--- src/rtl/loopback_serdes_pkg.sv ---
package loopback_serdes_pkg;
    localparam int WORD_W    = 4;
    localparam int TXQ_DEPTH = 8;
    localparam int BITCNT_W  = $clog2(WORD_W);

    typedef logic [WORD_W-1:0] word_t;

    typedef enum logic [1:0] {
        MODE_NORMAL   = 2'b00,
        MODE_PAR_LOOP = 2'b01,
        MODE_SER_LOOP = 2'b10,
        MODE_BOTH     = 2'b11
    } loop_mode_e;

    typedef struct packed {
        logic ovf;
        logic unf;
    } txq_flags_t;

    function automatic word_t shift_in_lsb(word_t w, logic b);
        return {w[WORD_W-2:0], b};
    endfunction

    function automatic loop_mode_e decode_mode(logic ser, logic par);
        return loop_mode_e'({ser, par});
    endfunction
endpackage

--- src/rtl/lbsd_rx_deser.sv ---
module lbsd_rx_deser
    import loopback_serdes_pkg::*;
(
    input  logic  clk,
    input  logic  rst,
    input  logic  bit_en,
    input  logic  bit_in,
    output word_t word_out,
    output logic  word_stb
);
    localparam logic [BITCNT_W-1:0] LAST_BIT = BITCNT_W'(WORD_W - 1);

    logic [BITCNT_W-1:0] cnt;
    word_t               shreg;

    always_ff @(posedge clk) begin
        if (rst) begin
            cnt      <= '0;
            shreg    <= '0;
            word_out <= '0;
            word_stb <= 1'b0;
        end else begin
            word_stb <= 1'b0;
            if (bit_en) begin
                shreg <= shift_in_lsb(shreg, bit_in);
                if (cnt == LAST_BIT) begin
                    cnt      <= '0;
                    word_out <= shift_in_lsb(shreg, bit_in);
                    word_stb <= 1'b1;
                end else begin
                    cnt <= cnt + 1'b1;
                end
            end
        end
    end


    stb_single_chk: assert property (@(posedge clk) disable iff (rst)
        word_stb |=> !word_stb);


    stb_needs_bit_chk: assert property (@(posedge clk) disable iff (rst)
        $rose(word_stb) |-> $past(bit_en));
endmodule

--- src/rtl/lbsd_tx_fifo.sv ---
module lbsd_tx_fifo
    import loopback_serdes_pkg::*;
#(
    parameter int DEPTH = TXQ_DEPTH
) (
    input  logic  clk,
    input  logic  rst,
    input  logic  clr,
    input  logic  wr,
    input  word_t wdata,
    input  logic  rd,
    output word_t rdata,
    output logic  empty,
    output logic  ovf
);
    localparam int AW = $clog2(DEPTH);
    localparam logic [AW-1:0] LAST_SLOT = AW'(DEPTH - 1);
    localparam logic [AW:0]   FULL_CNT  = (AW+1)'(DEPTH);

    word_t          mem [DEPTH];
    logic [AW-1:0]  wp, rp;
    logic [AW:0]    count;
    logic           full, do_wr, do_rd;

    assign full  = (count == FULL_CNT);
    assign empty = (count == '0);
    assign do_wr = wr && !full && !clr;
    assign do_rd = rd && !empty && !clr;
    assign rdata = mem[rp];

    always_ff @(posedge clk) begin
        if (do_wr) mem[wp] <= wdata;
    end

    always_ff @(posedge clk) begin
        if (rst || clr) begin
            wp    <= '0;
            rp    <= '0;
            count <= '0;
            ovf   <= 1'b0;
        end else begin
            if (do_wr) wp <= (wp == LAST_SLOT) ? '0 : wp + 1'b1;
            if (do_rd) rp <= (rp == LAST_SLOT) ? '0 : rp + 1'b1;
            case ({do_wr, do_rd})
                2'b10:   count <= count + 1'b1;
                2'b01:   count <= count - 1'b1;
                default: count <= count;
            endcase
            if (wr && full) ovf <= 1'b1;
        end
    end


    fifo_count_bound_chk: assert property (@(posedge clk) disable iff (rst)
        count <= FULL_CNT);


    ovf_sticky_chk: assert property (@(posedge clk) disable iff (rst)
        (ovf && !clr) |=> ovf);


    flush_empties_chk: assert property (@(posedge clk) disable iff (rst)
        clr |=> (empty && !ovf));
endmodule

--- src/rtl/lbsd_tx_ser.sv ---
module lbsd_tx_ser
    import loopback_serdes_pkg::*;
(
    input  logic  clk,
    input  logic  rst,
    input  logic  clr,
    input  logic  bit_en,
    input  logic  q_empty,
    input  word_t q_data,
    output logic  pop,
    output logic  bit_now,
    output logic  word_edge,
    output logic  unf
);
    logic [BITCNT_W-1:0] left;
    word_t               shreg;
    logic                primed;

    assign word_edge = (left == '0);
    assign pop       = bit_en && word_edge && !q_empty && !clr;
    assign bit_now   = word_edge ? (!q_empty && q_data[WORD_W-1]) : shreg[WORD_W-1];

    always_ff @(posedge clk) begin
        if (rst || clr) begin
            left   <= '0;
            shreg  <= '0;
            primed <= 1'b0;
            unf    <= 1'b0;
        end else if (bit_en) begin
            if (word_edge) begin
                if (!q_empty) begin
                    shreg  <= q_data << 1;
                    left   <= BITCNT_W'(WORD_W - 1);
                    primed <= 1'b1;
                end else if (primed) begin
                    unf <= 1'b1;
                end
            end else begin
                shreg <= shreg << 1;
                left  <= left - 1'b1;
            end
        end
    end


    unf_sticky_chk: assert property (@(posedge clk) disable iff (rst)
        (unf && !clr) |=> unf);


    flush_aligns_chk: assert property (@(posedge clk) disable iff (rst)
        clr |=> (word_edge && !unf));
endmodule

--- src/rtl/loopback_serdes.sv ---
module loopback_serdes
    import loopback_serdes_pkg::*;
(
    input  logic              clk,
    input  logic              rst,
    input  logic              rx_bit,
    input  logic              rx_bit_en,
    output logic [WORD_W-1:0] rx_word,
    output logic              rx_word_stb,
    input  logic [WORD_W-1:0] tx_word,
    input  logic              tx_word_vld,
    input  logic              tx_bit_en,
    output logic              tx_bit,
    input  logic              loop_ser,
    input  logic              loop_par,
    input  logic              txq_flush,
    output logic              txq_ovf,
    output logic              txq_unf
);
    loop_mode_e mode;
    txq_flags_t flags;
    word_t      q_wdata, q_rdata;
    logic       q_wr, q_empty, q_pop;
    logic       ser_en, ser_bit, ser_edge;
    logic       par_sel, ser_sel;

    assign mode    = decode_mode(loop_ser, loop_par);
    assign ser_sel = (mode == MODE_SER_LOOP) || (mode == MODE_BOTH);
    assign par_sel = (mode == MODE_PAR_LOOP) || (mode == MODE_BOTH);

    lbsd_rx_deser u_deser (
        .clk      (clk),
        .rst      (rst),
        .bit_en   (rx_bit_en),
        .bit_in   (rx_bit),
        .word_out (rx_word),
        .word_stb (rx_word_stb)
    );

    assign q_wr    = par_sel ? rx_word_stb : tx_word_vld;
    assign q_wdata = par_sel ? rx_word     : tx_word;

    lbsd_tx_fifo #(.DEPTH(TXQ_DEPTH)) u_fifo (
        .clk   (clk),
        .rst   (rst),
        .clr   (txq_flush),
        .wr    (q_wr),
        .wdata (q_wdata),
        .rd    (q_pop),
        .rdata (q_rdata),
        .empty (q_empty),
        .ovf   (flags.ovf)
    );

    assign ser_en = tx_bit_en && !ser_sel;

    lbsd_tx_ser u_ser (
        .clk       (clk),
        .rst       (rst),
        .clr       (txq_flush),
        .bit_en    (ser_en),
        .q_empty   (q_empty),
        .q_data    (q_rdata),
        .pop       (q_pop),
        .bit_now   (ser_bit),
        .word_edge (ser_edge),
        .unf       (flags.unf)
    );

    always_ff @(posedge clk) begin
        if (rst)                          tx_bit <= 1'b0;
        else if (ser_sel && rx_bit_en)    tx_bit <= rx_bit;
        else if (!ser_sel && txq_flush)   tx_bit <= 1'b0;
        else if (ser_en)                  tx_bit <= ser_bit;
    end

    assign txq_ovf = flags.ovf;
    assign txq_unf = flags.unf;


    ser_loop_follow_chk: assert property (@(posedge clk) disable iff (rst)
        (loop_ser && rx_bit_en) |=> (tx_bit == $past(rx_bit)));


    idle_zero_chk: assert property (@(posedge clk) disable iff (rst)
        (!loop_ser && !txq_flush && tx_bit_en && q_empty && ser_edge) |=> !tx_bit);


    par_loop_source_chk: assert property (@(posedge clk) disable iff (rst)
        (loop_par && !rx_word_stb) |-> !q_wr);
endmodule

--- config.mk ---
export PLATFORM = sky130hd
export DESIGN_NAME = loopback_serdes
export DESIGN_NICKNAME = d
export VERILOG_FILES = /design/src/rtl/loopback_serdes_pkg.sv /design/src/rtl/lbsd_rx_deser.sv /design/src/rtl/lbsd_tx_fifo.sv /design/src/rtl/lbsd_tx_ser.sv /design/src/rtl/loopback_serdes.sv
export SDC_FILE = /design/constraint.sdc
export NUM_CORES = 1
export LEC_CHECK = 0
export BUFFER_PORTS_ARGS = -buffer_cell sky130_fd_sc_hd__buf_2
export CORE_MARGIN = 5
export CORE_UTILIZATION = 45
export DETAILED_ROUTE_END_ITERATION = 10
export SETUP_SLACK_MARGIN = 0.05
export SLEW_MARGIN = 25
export SYNTH_ARGS = -nofsm -noshare
export SYNTH_HDL_FRONTEND = slang
export SYNTH_SLANG_ARGS = --single-unit
--- constraint.sdc ---
create_clock -name clk -period 3.4 [get_ports clk]
set_input_delay 0.34 -clock clk [delete_from_list [all_inputs] [get_ports clk]]
set_output_delay 0.34 -clock clk [all_outputs]
set_load 0.02 [all_outputs]
# --- Yosys cells after proc, flatten, opt, wreduce, memory -nomap -nowiden ---
# Memory sizes are Yosys's and may differ from the RTL's. A register that Yosys moved wholly into a read port is not among the register bits.
# Cells that the tools add are included.
op_classes:
  n_addsub: 6
  eq_ne: 10
  muxes: 19
  bitwise: 2
  reduce_logical: 28
op_table:
  columns: ["operator", "n"]
  rows:
  - ["logical AND 1 bit", 12]
  - ["two-way mux 3 bit", 4]
  - ["two-way mux 4 bit", 3]
  - ["== test 2 bit (second input constant)", 4]
  - ["two-way mux 1 bit", 8]
  - ["case mux 4 bit (2 select lines)", 1]
  - ["adder 3 x 1 -> 3 bit (second input constant)", 2]
  - ["== test 3 bit (second input constant)", 2]
  - ["two-way mux 2 bit", 3]
  - ["adder 4 x 1 -> 4 bit (second input constant)", 1]
  - ["== test 2 x 1 -> 1 bit (second input constant)", 2]
  - ["== test 4 bit (second input constant)", 1]
  - ["zero test 1 bit", 4]
  - ["zero test 4 bit", 1]
  - ["AND reduction 2 bit", 2]
  - ["AND reduction 4 bit", 1]
  - ["subtractor 4 x 1 -> 4 bit (second input constant)", 1]
  - ["logical OR 1 bit", 3]
  - ["AND reduction 3 bit", 1]
  - ["nonzero test 3 bit", 1]
  - ["adder 2 x 1 -> 2 bit (second input constant)", 1]
  - ["zero test 2 bit", 1]
  - ["inequality test 2 bit (second input constant)", 1]
  - ["NOT 1 bit", 2]
  - ["3 further kinds", 3]
word_totals:
  regBits: 30
  ramBits: 32
  mem_count: 1
mem_list:
  columns: ["name", "depth", "word_bits", "read_ports", "rd_ports_with_merged_regs", "write_ports", "line", "text"]
  rows:
  - ["u_fifo.mem", 8, 4, 1, 1, 1, "lbsd_tx_fifo.sv:20", "word_t mem [DEPTH];"]

# --- Longest topological paths before layout ---
# Gate-level depths: netlist of run 1.
depth:
  depth_word: 11
  depth_mapped: 12

# --- Cells and area by module ---
# A second synthesis of run 1 with hierarchy kept.
unflattened:
  hier_cells: 219
  area_unflattened_um2: 2820.2
by_module_without_submodules:
  columns: ["module", "n_inst", "cells_each", "area_each_um2", "seq_area_each_um2"]
  rows:
  - ["lbsd_tx_fifo", 1, 130, 1930.6, 1241.2]
  - ["lbsd_rx_deser", 1, 39, 411.6, 200.2]
  - ["lbsd_tx_ser", 1, 37, 340.3, 140.1]
  - ["loopback_serdes", 1, 13, 137.6, 20.0]

# --- Least setup slack after synthesis of run 1 ---
# No wires, ideal clock.
synth_path:
  path_kind: "reg2reg"
  startpoint: "register u_ser.left[0]"
  endpoint: "register u_fifo.count[2]"
  arrival_ns: 2.465
  required_time_ns: 3.330
  path_slack_ns: 0.865
  path_stages_with_launch: 13
  n_path_buf: 1
  path_cell_list: "dfxtp_1 -> inv_1 -> ha_1 -> clkbuf_1 -> nor3b_4 -> nor2b_1 -> ha_1 -> xor2_1 -> ha_1 -> a21oi_1 -> xor2_1 -> or3_1 -> a21oi_1"
synth_between:
  elab_chain_cells: 8
  elab_cells_between_ends: 10
  classes_between: "eq/ne: 2; mux: 1; reduce/logical: 7"
synth_lines:
  columns: ["item", "line", "text"]
  rows:
  - ["from (decl)", "lbsd_tx_ser.sv:15", "logic [BITCNT_W-1:0] left;"]
  - ["from (signal assigned)", "lbsd_tx_ser.sv:33", "left <= BITCNT_W'(WORD_W - 1);"]
  - ["from (signal assigned)", "lbsd_tx_ser.sv:40", "left <= left - 1'b1;"]
  - ["zero test 2 bit *", "lbsd_tx_ser.sv:19", "assign word_edge = (left == '0);"]
  - ["logical AND 1 bit * (3 in a row)", "lbsd_tx_ser.sv:20", "assign pop = bit_en && word_edge && !q_empty && !clr;"]
  - ["logical AND 1 bit * (2 in a row)", "lbsd_tx_fifo.sv:28", "assign do_rd = rd && !empty && !clr;"]
  - ["== test 2 x 1 -> 1 bit or == test 2 bit (tied branches)", "lbsd_tx_fifo.sv:44", "case ({do_wr, do_rd})"]
  - ["case mux 4 bit (2 select lines) or nonzero test 2 bit (tied branches)", null, null]
  - ["to (signal assigned)", "lbsd_tx_fifo.sv:45", "2'b10: count <= count + 1'b1;"]
  - ["to (signal assigned)", "lbsd_tx_fifo.sv:46", "2'b01: count <= count - 1'b1;"]
  - ["to (signal assigned)", "lbsd_tx_fifo.sv:47", "default: count <= count;"]
  - ["to (decl)", "lbsd_tx_fifo.sv:22", "logic [AW:0] count;"]
# Every way passes the cells marked *; elsewhere a longest branch is shown, timed or not.
# A chain may end at the register's enable or synchronous reset.

# --- Worst setup path in the final report of run 1 ---
# Ends and elaborated chain as after synthesis.

==> results of run 1 <==
## metal layers
| metal | wire length, µm | up-vias | global-route usage, % |
|---|---|---|---|
| li1 | - | 851 | - |
| met1 | 2209 | 820 | 17.18 |
| met2 | 2313 | 20 | 21.52 |
| met3 | 147 | 7 | 4.655 |
| met4 | 71 | 0 | 6.593 |
| met5 | 0 | - | 0 |
## worst max-delay path, cell delays in order, from the launching register on
cell and delay [ns]:
dfxtp_1 0.30, inv_1 0.08, ha_1 0.33, nor3b_4 0.41
nor2b_1 0.22, ha_1 0.27, xor2_1 0.17, ha_1 0.16
a21oi_1 0.05, xor2_1 0.16, or3_1 0.31, a21oi_1 0.14
## final cells by class
cell class / count / area (µm²)
multi-input cells: 138 / 1122
fillers: 537 / 2770
repair buffers: 20 / 100.1
clock buffers: 9 / 123.9
inverters: 5 / 18.77
flip-flops and latches: 64 / 1602
well taps: 75 / 93.84
clock inverters: 7 / 125.1
## synth_stat cells, drive strengths merged (2+ instances only)
cell     n
or3      3
nor3     4
or2      2
a211o    2
a21oi   15
nor2    26
buf      2
mux2i   14
edfxtp  32
nand2   13
nand3b   2
nand3    4
dfxtp   32
mux4     8
mux2     6
inv      5
ha       9
nand2b   6
clkbuf   6
xor2     3
nor3b    6
o21ai    4
## where the power goes
group | internal [µW] | switching (µW) | total [µW]
Sequential | 815 | 4.51 | 820
Combinational | 23.9 | 36.8 | 60.8
Clock | 497 | 311 | 808
Total | 1340 | 352 | 1690
## flip-flops by register name, indices dropped and copies added, names as in the netlist, 2 cells and up, named ones only
signal	count
u_ser.left	2
u_fifo.wp	3
u_deser.cnt	2
u_deser.word_out	4
u_deser.shreg	3
u_fifo.mem	32
u_ser.shreg	3
u_fifo.count	4
u_fifo.rp	3
## logic make-up after synthesis
group,Yosys count,synth area share [%]
buffers and inverters,13,2.069
AND/OR/NAND/NOR,71,14.35
flip-flops,64,57.58
multiplexers,28,15.02
AO/OA/AOI/OAI,27,5.983
XOR/XNOR,3,0.9448
adder cells (fa/ha/maj),9,4.049
## worst paths after layout
| check | from | endpoint | cells past startpoint |
|---|---|---|---|
| max reg2reg | u_ser.left[0]$_SDFFE_PP0P_ | u_fifo.count[2]$_SDFFE_PP0P_ | 11 |
| min | rx_bit | u_deser.word_out[0]$_SDFFE_PP0P_ | 3 |
| min reg2reg | u_ser.shreg[3]$_SDFFE_PP0P_ | u_ser.shreg[3]$_SDFFE_PP0P_ | 2 |
| max | u_ser.left[0]$_SDFFE_PP0P_ | u_fifo.count[2]$_SDFFE_PP0P_ | 11 |
## stage by stage
stage / utilization, % / setup WS [ns] / instance area [µm²] / cells / hold slack [ns]
6_report: 53.49 / 0.7354 / 3186 / 318 / 0.2998
5_1_grt: 53.49 / 0.4212 / 3186 / 318 / 0.3089
4_1_cts: 53.49 / 0.7086 / 3186 / 318 / 0.2846
3_5_place_dp: 49.31 / 0.7448 / 2937 / 302 / 0.4484
3_3_place_gp: 49.31 / 0.8154 / 2937 / 302 / 0.4442
2_1_floorplan: - / 0.8649 / 2781 / 215 / 0.4185
==> impl_metrics.tcl, run 1 <==
set metrics [dict create \
    status "complete, no violations" \
    async_flop_share_pct 0 \
    grt_pass1_wl_um 7886 \
    netlist_top_cells_area "edfxtp_1 (35%), dfxtp_1 (23%), mux4_1 (7.6%)" \
    grt_pass1_vias 1602 \
    setup_violations 0 \
    synth_flop_cell "edfxtp_1" \
    wl_per_cell_um 14.91 \
    clock.fmax_ghz 0.3753 \
    n_antenna_cell 0 \
    vias 1698 \
    synth_area_per_cell_um2 12.94 \
    clock-root-buffer "clkbuf_8" \
    clockBufferDepth 2 \
    cts_buffers 9 \
    ys_warn_count 0 \
    overflow 0 \
    die_w_um 88.62 \
    cts_setup_buffers 0 \
    wl_um 4742 \
    antenna_found_initial 0 \
    total_leakage_power_uw 0.001170 \
    p_per_area_mw_per_mm2 530.0 \
    core_area_mm2 0.005956 \
    layout_common_cells "dfxtp_1 (32), edfxtp_1 (32), nor2_1 (26), buf_2 (20), a21oi_1 (15)" \
    rsz0062_at_grt "false" \
    synth.distinct_cells 36 \
    antenna_left 0 \
    path_clk_slew_ns 0.08 \
    fin_nets 260 \
    cp.arrival_ns 2.93 \
    min_period_ns 2.665 \
    io_pins 21 \
    rows 28 \
    cp-end-kind "register" \
    start_kind "register" \
    h-tree-depth 3 \
    p_total_uw 1688 \
    tightest_slew_ns 0.7611 \
    grtUsageTotal_pct 13.79 \
    drc 0 \
    viasPerCell 5.340 \
    syn_nets 237 \
    grt_max_degree 17 \
    syn_area_mm2 0.002781 \
    yosysSeqAreaShare_pct 57.58 \
    finClkSkew_ns 0.008022 \
    cts_sinks 64 \
    die_y_um 88.62 \
    finalWeightedCongestion 0.7756 \
    ff2ff_setup_slack_ns 0.74 \
    die-area_mm2 0.007854 \
    peakVddDrop_mv 0.3144 \
    post_cts_resize_count 0 \
    ys_ff_latch 64 \
    cts_tree "yes" \
    synth_top_cell_area_share_pct 34.55 \
    clk_latency_ns 0.34 \
    synth_area_leader_cell "edfxtp_1" \
    ctsHoldBuffers 0 \
    finalCritPeriodShare_pct 78.37 \
    initial_core_util_pct 46.70 \
    hp-class "in2reg" \
    hold_viol_final 0 \
    worstSetupPathType "reg2reg" \
    synth_edf_count 32 \
    cap_violations 0 \
    setup_tns_ns 0 \
    synthesis.instances 215 \
    drtIter0Drc 42 \
    port_buffers 20 \
    slew_headroom_pct 49.15 \
    drive_above_1_share_pct 20.16 \
    synthToLayoutAreaGrowth_pct 14.53 \
    hpwl_um 3368 \
    drtPass1Iterations 4 \
    timing.critical_path.fanout_max 10 \
    required_ns 3.66 \
    maxSlewViolCount 0 \
]
(Power assumes the default switching activity.)
==> inputs of run 2 (changes only) <==
- clock period: 3.4 -> 2.8 ns (I/O delays scaled with it)
==> run 2 against run 1 <==
Against the previous run: clock-buffer cell count is the same; maximum frequency grew 6.6%; sequential power grew 21%; core utilization grew 0.46 points; register-to-register slack lost 0.43 ns; combinational power grew 24%; clock power grew 18%; critical path depth shrank 1; cell count grew 1.3%; power grew 20%; hold slack lost 0.072 ns; largest cell class unchanged; largest power group unchanged.
==> impl_metrics.tcl, run 2 (same netlist as run 1, synthesis figures left out) <==
set metrics [dict create \
    crit_path_cell_trace "nor4b_2 > nor3_4 > inv_1 > ha_1 > xor2_1 > ha_1 > a21oi_1 > xor2_1 > or3_1 > a21oi_1" \
    worstSetupPathType "reg2reg" \
    path_delay_family "simple AND/OR/NAND/NOR gates" \
    cts_sinks 64 \
    drive_above_1_share_pct 21.86 \
    grtUsageTotal_pct 14.40 \
    p_total_uw 2027 \
    hold_viol_final 0 \
    die-area_mm2 0.007854 \
    h-tree-depth 3 \
    r2r-start "u_fifo.count[1]$_SDFFE_PP0P_" \
    min_period_ns 2.499 \
    timing.critical_path.fanout_max 8 \
    p_per_area_mw_per_mm2 631.0 \
    wl_um 4871 \
    cts_setup_buffers 0 \
    clockBufferDepth 2 \
    rows 28 \
    critPathLaunch "u_fifo.count[1]$_SDFFE_PP0P_" \
    cap_violations 0 \
    status "complete, no violations" \
    overflow 0 \
    peakVddDrop_mv 0.6110 \
    post_dp_cell_area_mm2 0.002967 \
    clock.fmax_ghz 0.4002 \
    cp_slowest_stage_delay_ns 0.53 \
    drc 0 \
    finClkSkew_ns 0.007326 \
    port_buffers 20 \
    hp-start "rx_bit" \
    setup_violations 0 \
    path_clk_slew_ns 0.08 \
    antenna_found_initial 0 \
    cts_buffers 9 \
    cp-end-kind "register" \
    synthToLayoutAreaGrowth_pct 15.52 \
    largest_reg_flops 32 \
    hp-class "in2reg" \
    crit_slowest_cell "dfxtp_1" \
    final_cells 322 \
    wl_per_cell_um 15.13 \
    start_kind "register" \
    drtIter0Drc 63 \
    final_area_mm2 0.003213 \
    cp.buffers_inverters 1 \
    fin_nets 264 \
    cp.arrival_ns 2.76 \
    drtPass1Iterations 4 \
    total_leakage_power_uw 0.001185 \
    rsz0062_at_grt "false" \
    io_pins 21 \
    die_y_um 88.62 \
    slew_headroom_pct 54.44 \
    core_area_mm2 0.005956 \
    grt_max_degree 17 \
    finalWeightedCongestion 0.7288 \
    clk_latency_ns 0.34 \
    hpwl_um 3400 \
    grt_pass1_wl_um 8266 \
    viasPerCell 5.255 \
    maxSlewViolCount 0 \
    required_ns 3.06 \
    layout_common_cells "dfxtp_1 (32), edfxtp_1 (32), nor2_1 (26), buf_2 (20), a21oi_1 (15)" \
    grt_pass1_vias 1673 \
    initial_core_util_pct 46.70 \
    antenna_left 0 \
    n_antenna_cell 0 \
    placed_cells 306 \
    finalCritPeriodShare_pct 89.23 \
    reg_top3 "u_fifo.mem (32), u_deser.word_out (4), u_fifo.count (4)" \
    die_w_um 88.62 \
    tightest_slew_ns 0.6819 \
    cts_tree "yes" \
    clock-root-buffer "clkbuf_8" \
    vias 1692 \
    largest_register "u_fifo.mem" \
    setup_tns_ns 0 \
]
==> run 2: timing repair <==
item / 4_1_cts / 5_1_grt
hold buffers: 0 / 0
hold endpoints to repair: 0 / 0
setup endpoints to repair: 0 / 1
gates resized for setup: 0 / 1
==> run 2: routing by layer <==
layer  GRT usage (%)  share of wire (%)  vias up  wire (µm)
li1                -                  -      852          -
met3           4.842                2.8        5        134
met2           22.20                 49       13       2380
met1           18.36                 47      822       2300
met4           6.593                1.1        0         55
met5               0                  0        -          0
==> run 2: final cells by class <==
class	instances	area (µm²)
repair buffers	24	130.1
inverters	5	18.77
fillers	525	2743
clock buffers	9	123.9
multi-input cells	138	1125
well taps	75	93.84
flip-flops and latches	64	1602
clock inverters	7	120.1
==> run 2: path summary, 6_finish.rpt <==
path	end	slack, ns	depth (start not counted)
setup / recovery	u_fifo.count[2]$_SDFFE_PP0P_	0.30	10
hold / removal	u_deser.shreg[0]$_SDFFE_PP0P_	0.23	3
setup reg to reg	u_fifo.count[2]$_SDFFE_PP0P_	0.30	10
hold reg to reg	u_ser.left[1]$_SDFFE_PP0P_	0.46	2
==> run 2: worst register-to-register path: cells and delay by family (launching register included) <==
family | cells | cell delay (ns)
flip-flops | 1 | 0.53
buffers and inverters | 1 | 0.11
AND/OR/NAND/NOR | 3 | 0.77
XOR/XNOR | 2 | 0.26
AO/OA/AOI/OAI | 2 | 0.28
adder cells (fa/ha/maj) | 2 | 0.47
==> run 2: through the flow <==
stage | hold WS, ns | setup WS (ns) | util, %
detailed placement | 0.4533 | 0.3258 | 49.81
global route | 0.2145 | 0.07241 | 53.95
floorplan | 0.3585 | 0.2649 | -
finish | 0.2280 | 0.3015 | 53.95
global placement | 0.4459 | 0.3886 | 49.81
CTS | 0.2099 | 0.2869 | 53.91
==> run 2: power by group <==
group,internal (µW),switching (µW),leakage [µW]
Sequential,990,5.67,0.000552
Clock,592,364,0.000119
Combinational,30.1,45.4,0.000514
